File: src/rtl/alu_seq_pkg.sv
package alu_seq_pkg;

    localparam int GAP_W = 2;

    localparam logic [2:0] OP_CMP  = 3'd0;
    localparam logic [2:0] OP_AND  = 3'd1;
    localparam logic [2:0] OP_OR   = 3'd2;
    localparam logic [2:0] OP_EOR  = 3'd3;
    localparam logic [2:0] OP_NBCD = 3'd4;
    localparam logic [2:0] OP_SWAP = 3'd5;

    localparam logic [1:0] SZ_LONG = 2'd2;
    localparam logic [1:0] SZ_RSVD = 2'd3;

    localparam logic [2:0] MD_DREG = 3'd0;
    localparam logic [2:0] MD_IMM  = 3'd7;

    typedef enum logic [2:0] {
        S_IDLE,
        S_EVAL,
        S_PREF,
        S_GAP,
        S_WB,
        S_ERR
    } seq_state_e;

    typedef struct packed {
        logic             valid;
        logic [GAP_W-1:0] gaps;
    } pat_s;

endpackage

File: src/rtl/seq_pattern_sel.sv
module seq_pattern_sel
    import alu_seq_pkg::*;
(
    input  logic [2:0] op,
    input  logic [1:0] size,
    input  logic [2:0] src_mode,
    input  logic [2:0] dst_mode,
    output pat_s       pat
);
    logic is_long;
    logic dst_dreg;
    logic src_fast;

    assign is_long  = (size == SZ_LONG);
    assign dst_dreg = (dst_mode == MD_DREG);
    assign src_fast = (src_mode == MD_DREG) || (src_mode == MD_IMM);

    always_comb begin
        pat.valid = (size != SZ_RSVD);
        pat.gaps  = '0;
        case (op)
            OP_CMP: begin
                if (is_long) pat.gaps = GAP_W'(1);
            end
            OP_AND, OP_OR: begin
                if (is_long && dst_dreg) pat.gaps = src_fast ? GAP_W'(2) : GAP_W'(1);
            end
            OP_EOR: begin
                if (is_long && dst_dreg) pat.gaps = GAP_W'(2);
            end
            OP_NBCD: begin
                if (src_mode == MD_DREG) pat.gaps = GAP_W'(1);
            end
            OP_SWAP: begin
                pat.gaps = '0;
            end
            default: begin
                pat.valid = 1'b0;
            end
        endcase
    end
endmodule

File: src/rtl/seq_bus_timer.sv
module seq_bus_timer #(
    parameter int CLK_PER_BUS = 4,
    localparam int PH_W = (CLK_PER_BUS > 1) ? $clog2(CLK_PER_BUS) : 1
) (
    input  logic            clk,
    input  logic            rst_n,
    input  logic            run,
    output logic [PH_W-1:0] phase,
    output logic            last
);
    assign last = run && (phase == PH_W'(CLK_PER_BUS - 1));

    always_ff @(posedge clk) begin
        if (!rst_n || !run || last) phase <= '0;
        else                        phase <= phase + PH_W'(1);
    end
endmodule

File: src/rtl/seq_gap_counter.sv
module seq_gap_counter
    import alu_seq_pkg::*;
(
    input  logic             clk,
    input  logic             rst_n,
    input  logic             load,
    input  logic [GAP_W-1:0] load_val,
    input  logic             dec,
    output logic [GAP_W-1:0] left
);
    always_ff @(posedge clk) begin
        if (!rst_n)                      left <= '0;
        else if (load)                   left <= load_val;
        else if (dec && left != '0)      left <= left - GAP_W'(1);
    end
endmodule

File: src/rtl/alu_bus_seq.sv
module alu_bus_seq
    import alu_seq_pkg::*;
#(
    parameter int CLK_PER_BUS = 4
) (
    input  logic             clk,
    input  logic             rst_n,
    input  logic             start,
    input  logic             operands_ready,
    input  logic [2:0]       op,
    input  logic [1:0]       size,
    input  logic [2:0]       src_mode,
    input  logic [2:0]       dst_mode,
    output logic             busy,
    output logic             alu_eval,
    output logic             prefetch_cyc,
    output logic             idle_cyc,
    output logic             addr_strobe,
    output logic             data_strobe,
    output logic             done,
    output logic             err,
    output logic [GAP_W-1:0] idle_count
);
    localparam int PH_W = (CLK_PER_BUS > 1) ? $clog2(CLK_PER_BUS) : 1;

    seq_state_e       state_q, state_d;
    pat_s             pat;
    logic             accept;
    logic             run_bus;
    logic             bus_last;
    logic [PH_W-1:0]  phase;
    logic [GAP_W-1:0] gaps_left;
    logic             gap_dec;

    assign accept  = (state_q == S_IDLE) && start && operands_ready;
    assign run_bus = (state_q == S_PREF) || (state_q == S_GAP);
    assign gap_dec = (state_q == S_GAP) && bus_last;

    seq_pattern_sel u_sel (
        .op       (op),
        .size     (size),
        .src_mode (src_mode),
        .dst_mode (dst_mode),
        .pat      (pat)
    );

    seq_bus_timer #(.CLK_PER_BUS(CLK_PER_BUS)) u_timer (
        .clk   (clk),
        .rst_n (rst_n),
        .run   (run_bus),
        .phase (phase),
        .last  (bus_last)
    );

    seq_gap_counter u_gaps (
        .clk      (clk),
        .rst_n    (rst_n),
        .load     (accept),
        .load_val (pat.valid ? pat.gaps : '0),
        .dec      (gap_dec),
        .left     (gaps_left)
    );

    always_comb begin
        state_d = state_q;
        unique case (state_q)
            S_IDLE: if (accept) state_d = pat.valid ? S_EVAL : S_ERR;
            S_EVAL: state_d = S_PREF;
            S_PREF: if (bus_last) state_d = (gaps_left == '0) ? S_WB : S_GAP;
            S_GAP:  if (bus_last && gaps_left == GAP_W'(1)) state_d = S_WB;
            S_WB:   state_d = S_IDLE;
            S_ERR:  state_d = S_IDLE;
            default: state_d = S_IDLE;
        endcase
    end

    always_ff @(posedge clk) begin
        if (!rst_n) begin
            state_q    <= S_IDLE;
            idle_count <= '0;
        end else begin
            state_q <= state_d;
            if (accept) idle_count <= pat.valid ? pat.gaps : '0;
        end
    end

    always_comb begin
        busy         = (state_q != S_IDLE);
        alu_eval     = (state_q == S_EVAL);
        prefetch_cyc = (state_q == S_PREF);
        idle_cyc     = (state_q == S_GAP);
        addr_strobe  = (state_q == S_PREF) && (phase >= PH_W'(1));
        data_strobe  = (state_q == S_PREF) && (phase >= PH_W'(2));
        done         = (state_q == S_WB);
        err          = (state_q == S_ERR);
    end
endmodule

File: config.mk
export PLATFORM = sky130hd
export DESIGN_NAME = alu_bus_seq
export DESIGN_NICKNAME = d
export VERILOG_FILES = /design/src/rtl/alu_seq_pkg.sv /design/src/rtl/seq_pattern_sel.sv /design/src/rtl/seq_bus_timer.sv /design/src/rtl/seq_gap_counter.sv /design/src/rtl/alu_bus_seq.sv
export SDC_FILE = /design/constraint.sdc
export NUM_CORES = 1
export LEC_CHECK = 0
export CAP_MARGIN = 20
export CORE_MARGIN = 1.5
export CORE_UTILIZATION = 26
export CTS_BUF_LIST = sky130_fd_sc_hd__clkbuf_4
export CTS_CLUSTER_DIAMETER = 40
export DETAILED_ROUTE_END_ITERATION = 8
export PLACE_DENSITY = 0.49
export SYNTH_ARGS = -nofsm -noshare
export SYNTH_HDL_FRONTEND = slang
export SYNTH_HIERARCHICAL = 1
export SYNTH_SLANG_ARGS = --single-unit
File: constraint.sdc
create_clock -name clk -period 2.2 [get_ports clk]
set_input_delay 0.44 -clock clk [delete_from_list [all_inputs] [get_ports clk]]
set_output_delay 0.44 -clock clk [all_outputs]
set_load 0.01 [all_outputs]
## After elaboration in Yosys (flattened, before gate mapping)

Cells that the tools add are included.

- Bits in registers: 9
- Input bits: 15
- Word-level logic and storage cells: 68

- Add/sub/neg operators: 2
- $lt $le $gt $ge: 2
- Eq/ne operators: 18
- Muxes and demuxes: 16
- Reduce and logical (&&, ||, !) cells: 26

Operator list:

| operator | count |
|---|---|
| 3-bit equality test, second input constant | 5 |
| 3-bit 2-to-1 mux | 5 |
| 3-bit by 2-bit equality test with 1-bit output, second input constant | 4 |
| 3-bit zero test | 4 |
| 2-bit 2-to-1 mux | 6 |
| 3-bit case mux with 4 select lines | 1 |
| 1-bit logical AND | 9 |
| 2-bit case mux with 4 select lines | 1 |
| 3-bit by 1-bit equality test with 1-bit output, second input constant | 2 |
| 6-bit OR reduction | 1 |
| 2-bit equality test, second input constant | 2 |
| 1-bit logical OR | 4 |
| 2-bit by 1-bit inequality test with 1-bit output, second input constant | 2 |
| 2-bit inequality test, second input constant | 2 |
| 2-bit nonzero test | 2 |
| 1-bit 2-to-1 mux | 3 |
| 3-bit AND reduction | 1 |
| 3-bit nonzero test | 1 |
| 2-bit by 1-bit adder with 2-bit output, second input constant | 1 |
| 2-bit by 1-bit equality test with 1-bit output, second input constant | 1 |
| 2-bit by 1-bit greater-or-equal comparator with 1-bit output, second input constant | 1 |
| 2-bit greater-or-equal comparator, second input constant | 1 |
| 1-bit zero test | 2 |
| 2-bit zero test | 1 |
| 2 further kinds | 2 |

## Depth between registers and ports, before layout

Gate-level depths: netlist of the first run.

- Depth after elaboration: 7
- Depth in mapped cells: 7

## Modules after synthesis

Netlist of the first run, hierarchy kept.

Modules (own cells, without submodules):

| module | times used | cells an instance | area an instance (um^2) | sequential area each (um^2) |
|---|---|---|---|---|
| alu_bus_seq | 1 | 47 | 377.9 | 100.1 |
| seq_gap_counter | 1 | 14 | 122.6 | 40.0 |
| seq_pattern_sel | 1 | 14 | 101.3 | 0.0 |
| seq_bus_timer | 1 | 6 | 83.8 | 40.0 |

## Worst setup path after synthesis of the first run

No wires, ideal clock.

- Path kind: input to register
- From: input port src_mode[1]
- To: register idle_count[1]
- Setup time: 118 ps
- Data arrival time: 1346 ps
- Path slack: 736 ps
- Cell stages on the path: 7
- Path buffers: 0
- Path through: nor3_1 -> nand2b_1 -> maj3_1 -> nor2b_1 -> and2_1 -> nand3_1 -> a21boi_1

RTL lines:

| item | line | text |
|---|---|---|
| from (decl) | alu_bus_seq.sv:12 | `input logic [2:0] src_mode,` |
| to (signal assigned) | alu_bus_seq.sv:83 | `if (accept) idle_count <= pat.valid ? pat.gaps : '0;` |
| to (decl) | alu_bus_seq.sv:22 | `output logic [GAP_W-1:0] idle_count` |

## Final worst setup path of the first run

- From: register state_q[2]
- To: output port addr_strobe

- Cells in the longest elaborated chain, start to end: 2

Ends and longest elaborated chain:

| item | line | text |
|---|---|---|
| from (decl) | alu_bus_seq.sv:26 | `seq_state_e state_q, state_d;` |
| from (signal assigned) | alu_bus_seq.sv:82 | `state_q <= state_d;` |
| 3-bit by 2-bit equality test with 1-bit output | alu_bus_seq.sv:92 | `addr_strobe = (state_q == S_PREF) && (phase >= PH_W'(1));` |
| 1-bit logical AND | alu_bus_seq.sv:92 |  |
| to (decl) | alu_bus_seq.sv:18 | `output logic addr_strobe,` |

Every way passes these cells.

==> metrics, run 1 <==
status=finished clean; Chip Width=54.4 um; Min-Delay Startpoint=idle_count[0]$_SDFFE_PN0P_; most common cell after layout, fill and taps aside=clkdlybuf4s50_1; period utilisation layout=94.0%; Avg Cell Area, Syn=8.46 um^2; clock latency on the worst-skew pair=around 0.26 ns; Final setup viols=0; First DRT Iteration DRCs=1; delay of the slowest critical-path stage=approximately 0.52 ns; die area=2950 um^2; maximum operating frequency=between 400 and 500 MHz; Routed wire per std cell=11.0 um; final instance area=roughly 1000 um^2; pre-CTS setup slack=between 0.08 and 0.09 ns; Hold Path Class=reg2reg; # diodes=0; Pleak=around 0.36 nW; hold depth=2; area of the core=~2500 um^2; drt drc=0; Post-Syn Nets=~100; share of layout cells above drive strength 1=between 10% and 20%; first-pass GRT wire length=between 2000 and 3000 um; Worst Tran Pin Value=0.323 ns; cts hold-fix bufs=0; Setup crit end kind=primary output; First-pass DRT Iterations=4; CTS sink cnt=9; FF/Latch Area=183 um^2; Initial Util=27.7%; Tmin final=2.07 ns; total number of vias=between 600 and 700; deepest clock path buffer count=2; Detail Placement HPWL=between 1000 and 1500 um; kind of critical path=reg2out; CP Max Fanout=7; number of fill cells in the layout=268; R2R depth=7; antenna-violating nets left=0; initial antenna violation count=0; gr busiest metal=met2; Slowest cell on crit path=clkdlybuf4s50_1; vias in the first global route=594; Register-to-Register Setup Slack=0.60 ns; Slew HR=about four fifths; pin count of the biggest net entering global routing=12; Worst-path clk slew=around 0.07 ns; final WL=1520 um; Power Dens Cells=450 nW/um^2; Worst setup SP type=flip-flop; CTS buffer count=3; Post-layout nets=roughly 130; Synth cell types=41; GRT overflow=0; Pins Over Slew Limit=0; Clock Root Buffer=clkbuf_4; FP Rows=18; synthesized flop and latch total=9; RSZ-0062 raised after global routing=false; htree depth=1; worst path cell trace=nor2_2 -> and2_1 -> o21a_1 -> clkdlybuf4s50_1; final setup skew=0.000782 ns; max-cap violations=0; final RePlAce weighted congestion=around 0.67; Worst EP required=roughly 1.8 ns; Mapped Area=686 um^2; Die Ht=54.4 um; DP Area=961 um^2; RR Startpoint=state_q[2]$_SDFFE_PN0P_; port bufs=24; Yosys top cell by area=dfxtp_1; Mapped Cells=81; CTS tree=yes; maximum VDD drop=~0.19 mV; post-synthesis sequential area ratio=26.3%; met2 global-route usage=21.7%; hold-critical path endpoint=idle_count[0]$_SDFFE_PN0P_; Multi-input gate area=483 um^2; Yosys top cell area share=26.3%; largest cells by area after synthesis=dfxtp_1 (26%), and2_1 (4.6%), nand2b_1 (4.6%); via-per-instance ratio=4.87; GRT met3 Usage=2.19%; worst r2r dst=u_gaps/left[1]$_SDFFE_PN0P_; GRT Total Usage=11.6%; GR Layer Usage met1=between 10% and 20%; I/O pin count=25; setup slack after layout=0.131 ns; Final Hold Viols=0; total negative slack=0 ns; Syn-to-layout area delta=45.3%; WP data arrival=between 1.5 and 2 ns; commonest cells after routing, fill and taps aside=clkdlybuf4s50_1 (24), dfxtp_1 (7), and2_1 (5), nand2b_1 (5); Synth warnings=6
==> worst max-delay path, delay by kind of cell (launching register included) <==
family          cells  cell delay (ns)
simple gates        2             0.33
buf+inv             1             0.52
compound gates      1             0.11
flops               1             0.40
==> worst max path at each step <==
stage | start | endpoint | depth (start not counted)
6_report | state_q[2]$_SDFFE_PN0P_ | addr_strobe | 4
5_1_grt | state_q[2]$_SDFFE_PN0P_ | addr_strobe | 4
4_1_cts | state_q[0]$_SDFFE_PN0P_ | addr_strobe | 4
3_5_place_dp | op[2] | idle_count[0]$_SDFFE_PN0P_ | 8
3_3_place_gp | op[2] | u_gaps/left[0]$_SDFFE_PN0P_ | 8
2_1_floorplan | src_mode[1] | idle_count[1]$_SDFFE_PN0P_ | 7
==> cells in the mapped netlist (all sizes together) <==
| cell | instances |
|---|---|
| and3b | 1 |
| o21ai | 4 |
| nand2b | 5 |
| inv | 4 |
| a21oi | 2 |
| and3 | 3 |
| maj3 | 1 |
| nand2 | 4 |
| and2 | 6 |
| o21a | 1 |
| o211ai | 1 |
| mux2i | 2 |
| a31oi | 1 |
| a211o | 1 |
| o31ai | 2 |
| buf | 2 |
| nand3 | 4 |
| nor2 | 4 |
| nand3b | 2 |
| a22oi | 1 |
| or2 | 1 |
| dfxtp | 9 |
| and4b | 1 |
| nand4 | 1 |
| ha | 2 |
| nor4 | 2 |
| xnor2 | 1 |
| nor2b | 4 |
| a21boi | 4 |
| nor3b | 2 |
| and4bb | 1 |
| nor3 | 2 |
==> final cells by class <==
class / count / share of cell area, %
tap: 30 / 3.77
multi-input combinational: 66 / 48.5
timing repair buffer: 25 / 24.9
sequential: 9 / 18.3
inverter: 4 / 1.51
clock buffer: 4 / 3.02
==> registers in the layout, summed over array words and instances (netlist names) <==
register / flops
state_q: 3
u_timer/phase: 2
idle_count: 2
u_gaps/left: 2
==> through the flow <==
step           cells  hold WS [ns]  util, %  total power, mW
4_1_cts          138         0.497     40.0            0.453
3_5_place_dp     134         0.488     38.8            0.306
3_3_place_gp     134         0.471     38.8            0.306
5_1_grt          138         0.511     40.2            0.475
2_1_floorplan     81         0.502        -            0.247
6_report         138         0.493     40.2            0.448
==> per-layer routing <==
metal / up-vias / share of wire [%]
met5: - / 0
met4: 0 / 0.92
met3: 2 / 7.3
met2: 23 / 50
met1: 298 / 42
li1: 349 / -
==> timing repair <==
action / in CTS / in global routing
setup endpoints to repair: 0 / 2
gates resized for setup: 0 / 3
buffers inserted: 0 / 0
==> kinds of logic (layout without fill, tap and decap cells) <==
kind of cell / after synthesis / count (layout) / share of synthesized area (%)
xor gates and xnor gates: 1 / 1 / 1.28
buffers and inverters: 6 / 33 / 3.65
adders and majority gates: 3 / 3 / 5.11
and+or+nand+nor: 43 / 43 / 43.6
DFF: 9 / 9 / 26.3
muxes: 2 / 2 / 2.92
AOI/OAI and AO/OA: 17 / 17 / 17.2
==> power by group <==
group | leakage, nW | internal, mW | switching (mW)
sequential | 0.0739 | 0.171 | 0.0145
clock | 0.0184 | 0.0823 | 0.0627
combinational | 0.268 | 0.0682 | 0.0496
Power figures use the tool's default switching activity.
==> inputs of run 2 (changes only) <==
CAP_MARGIN = 5   (was 20)
==> results of run 2 <==
Same layout as run 1: the final DEF is identical, and so are final timing and power.
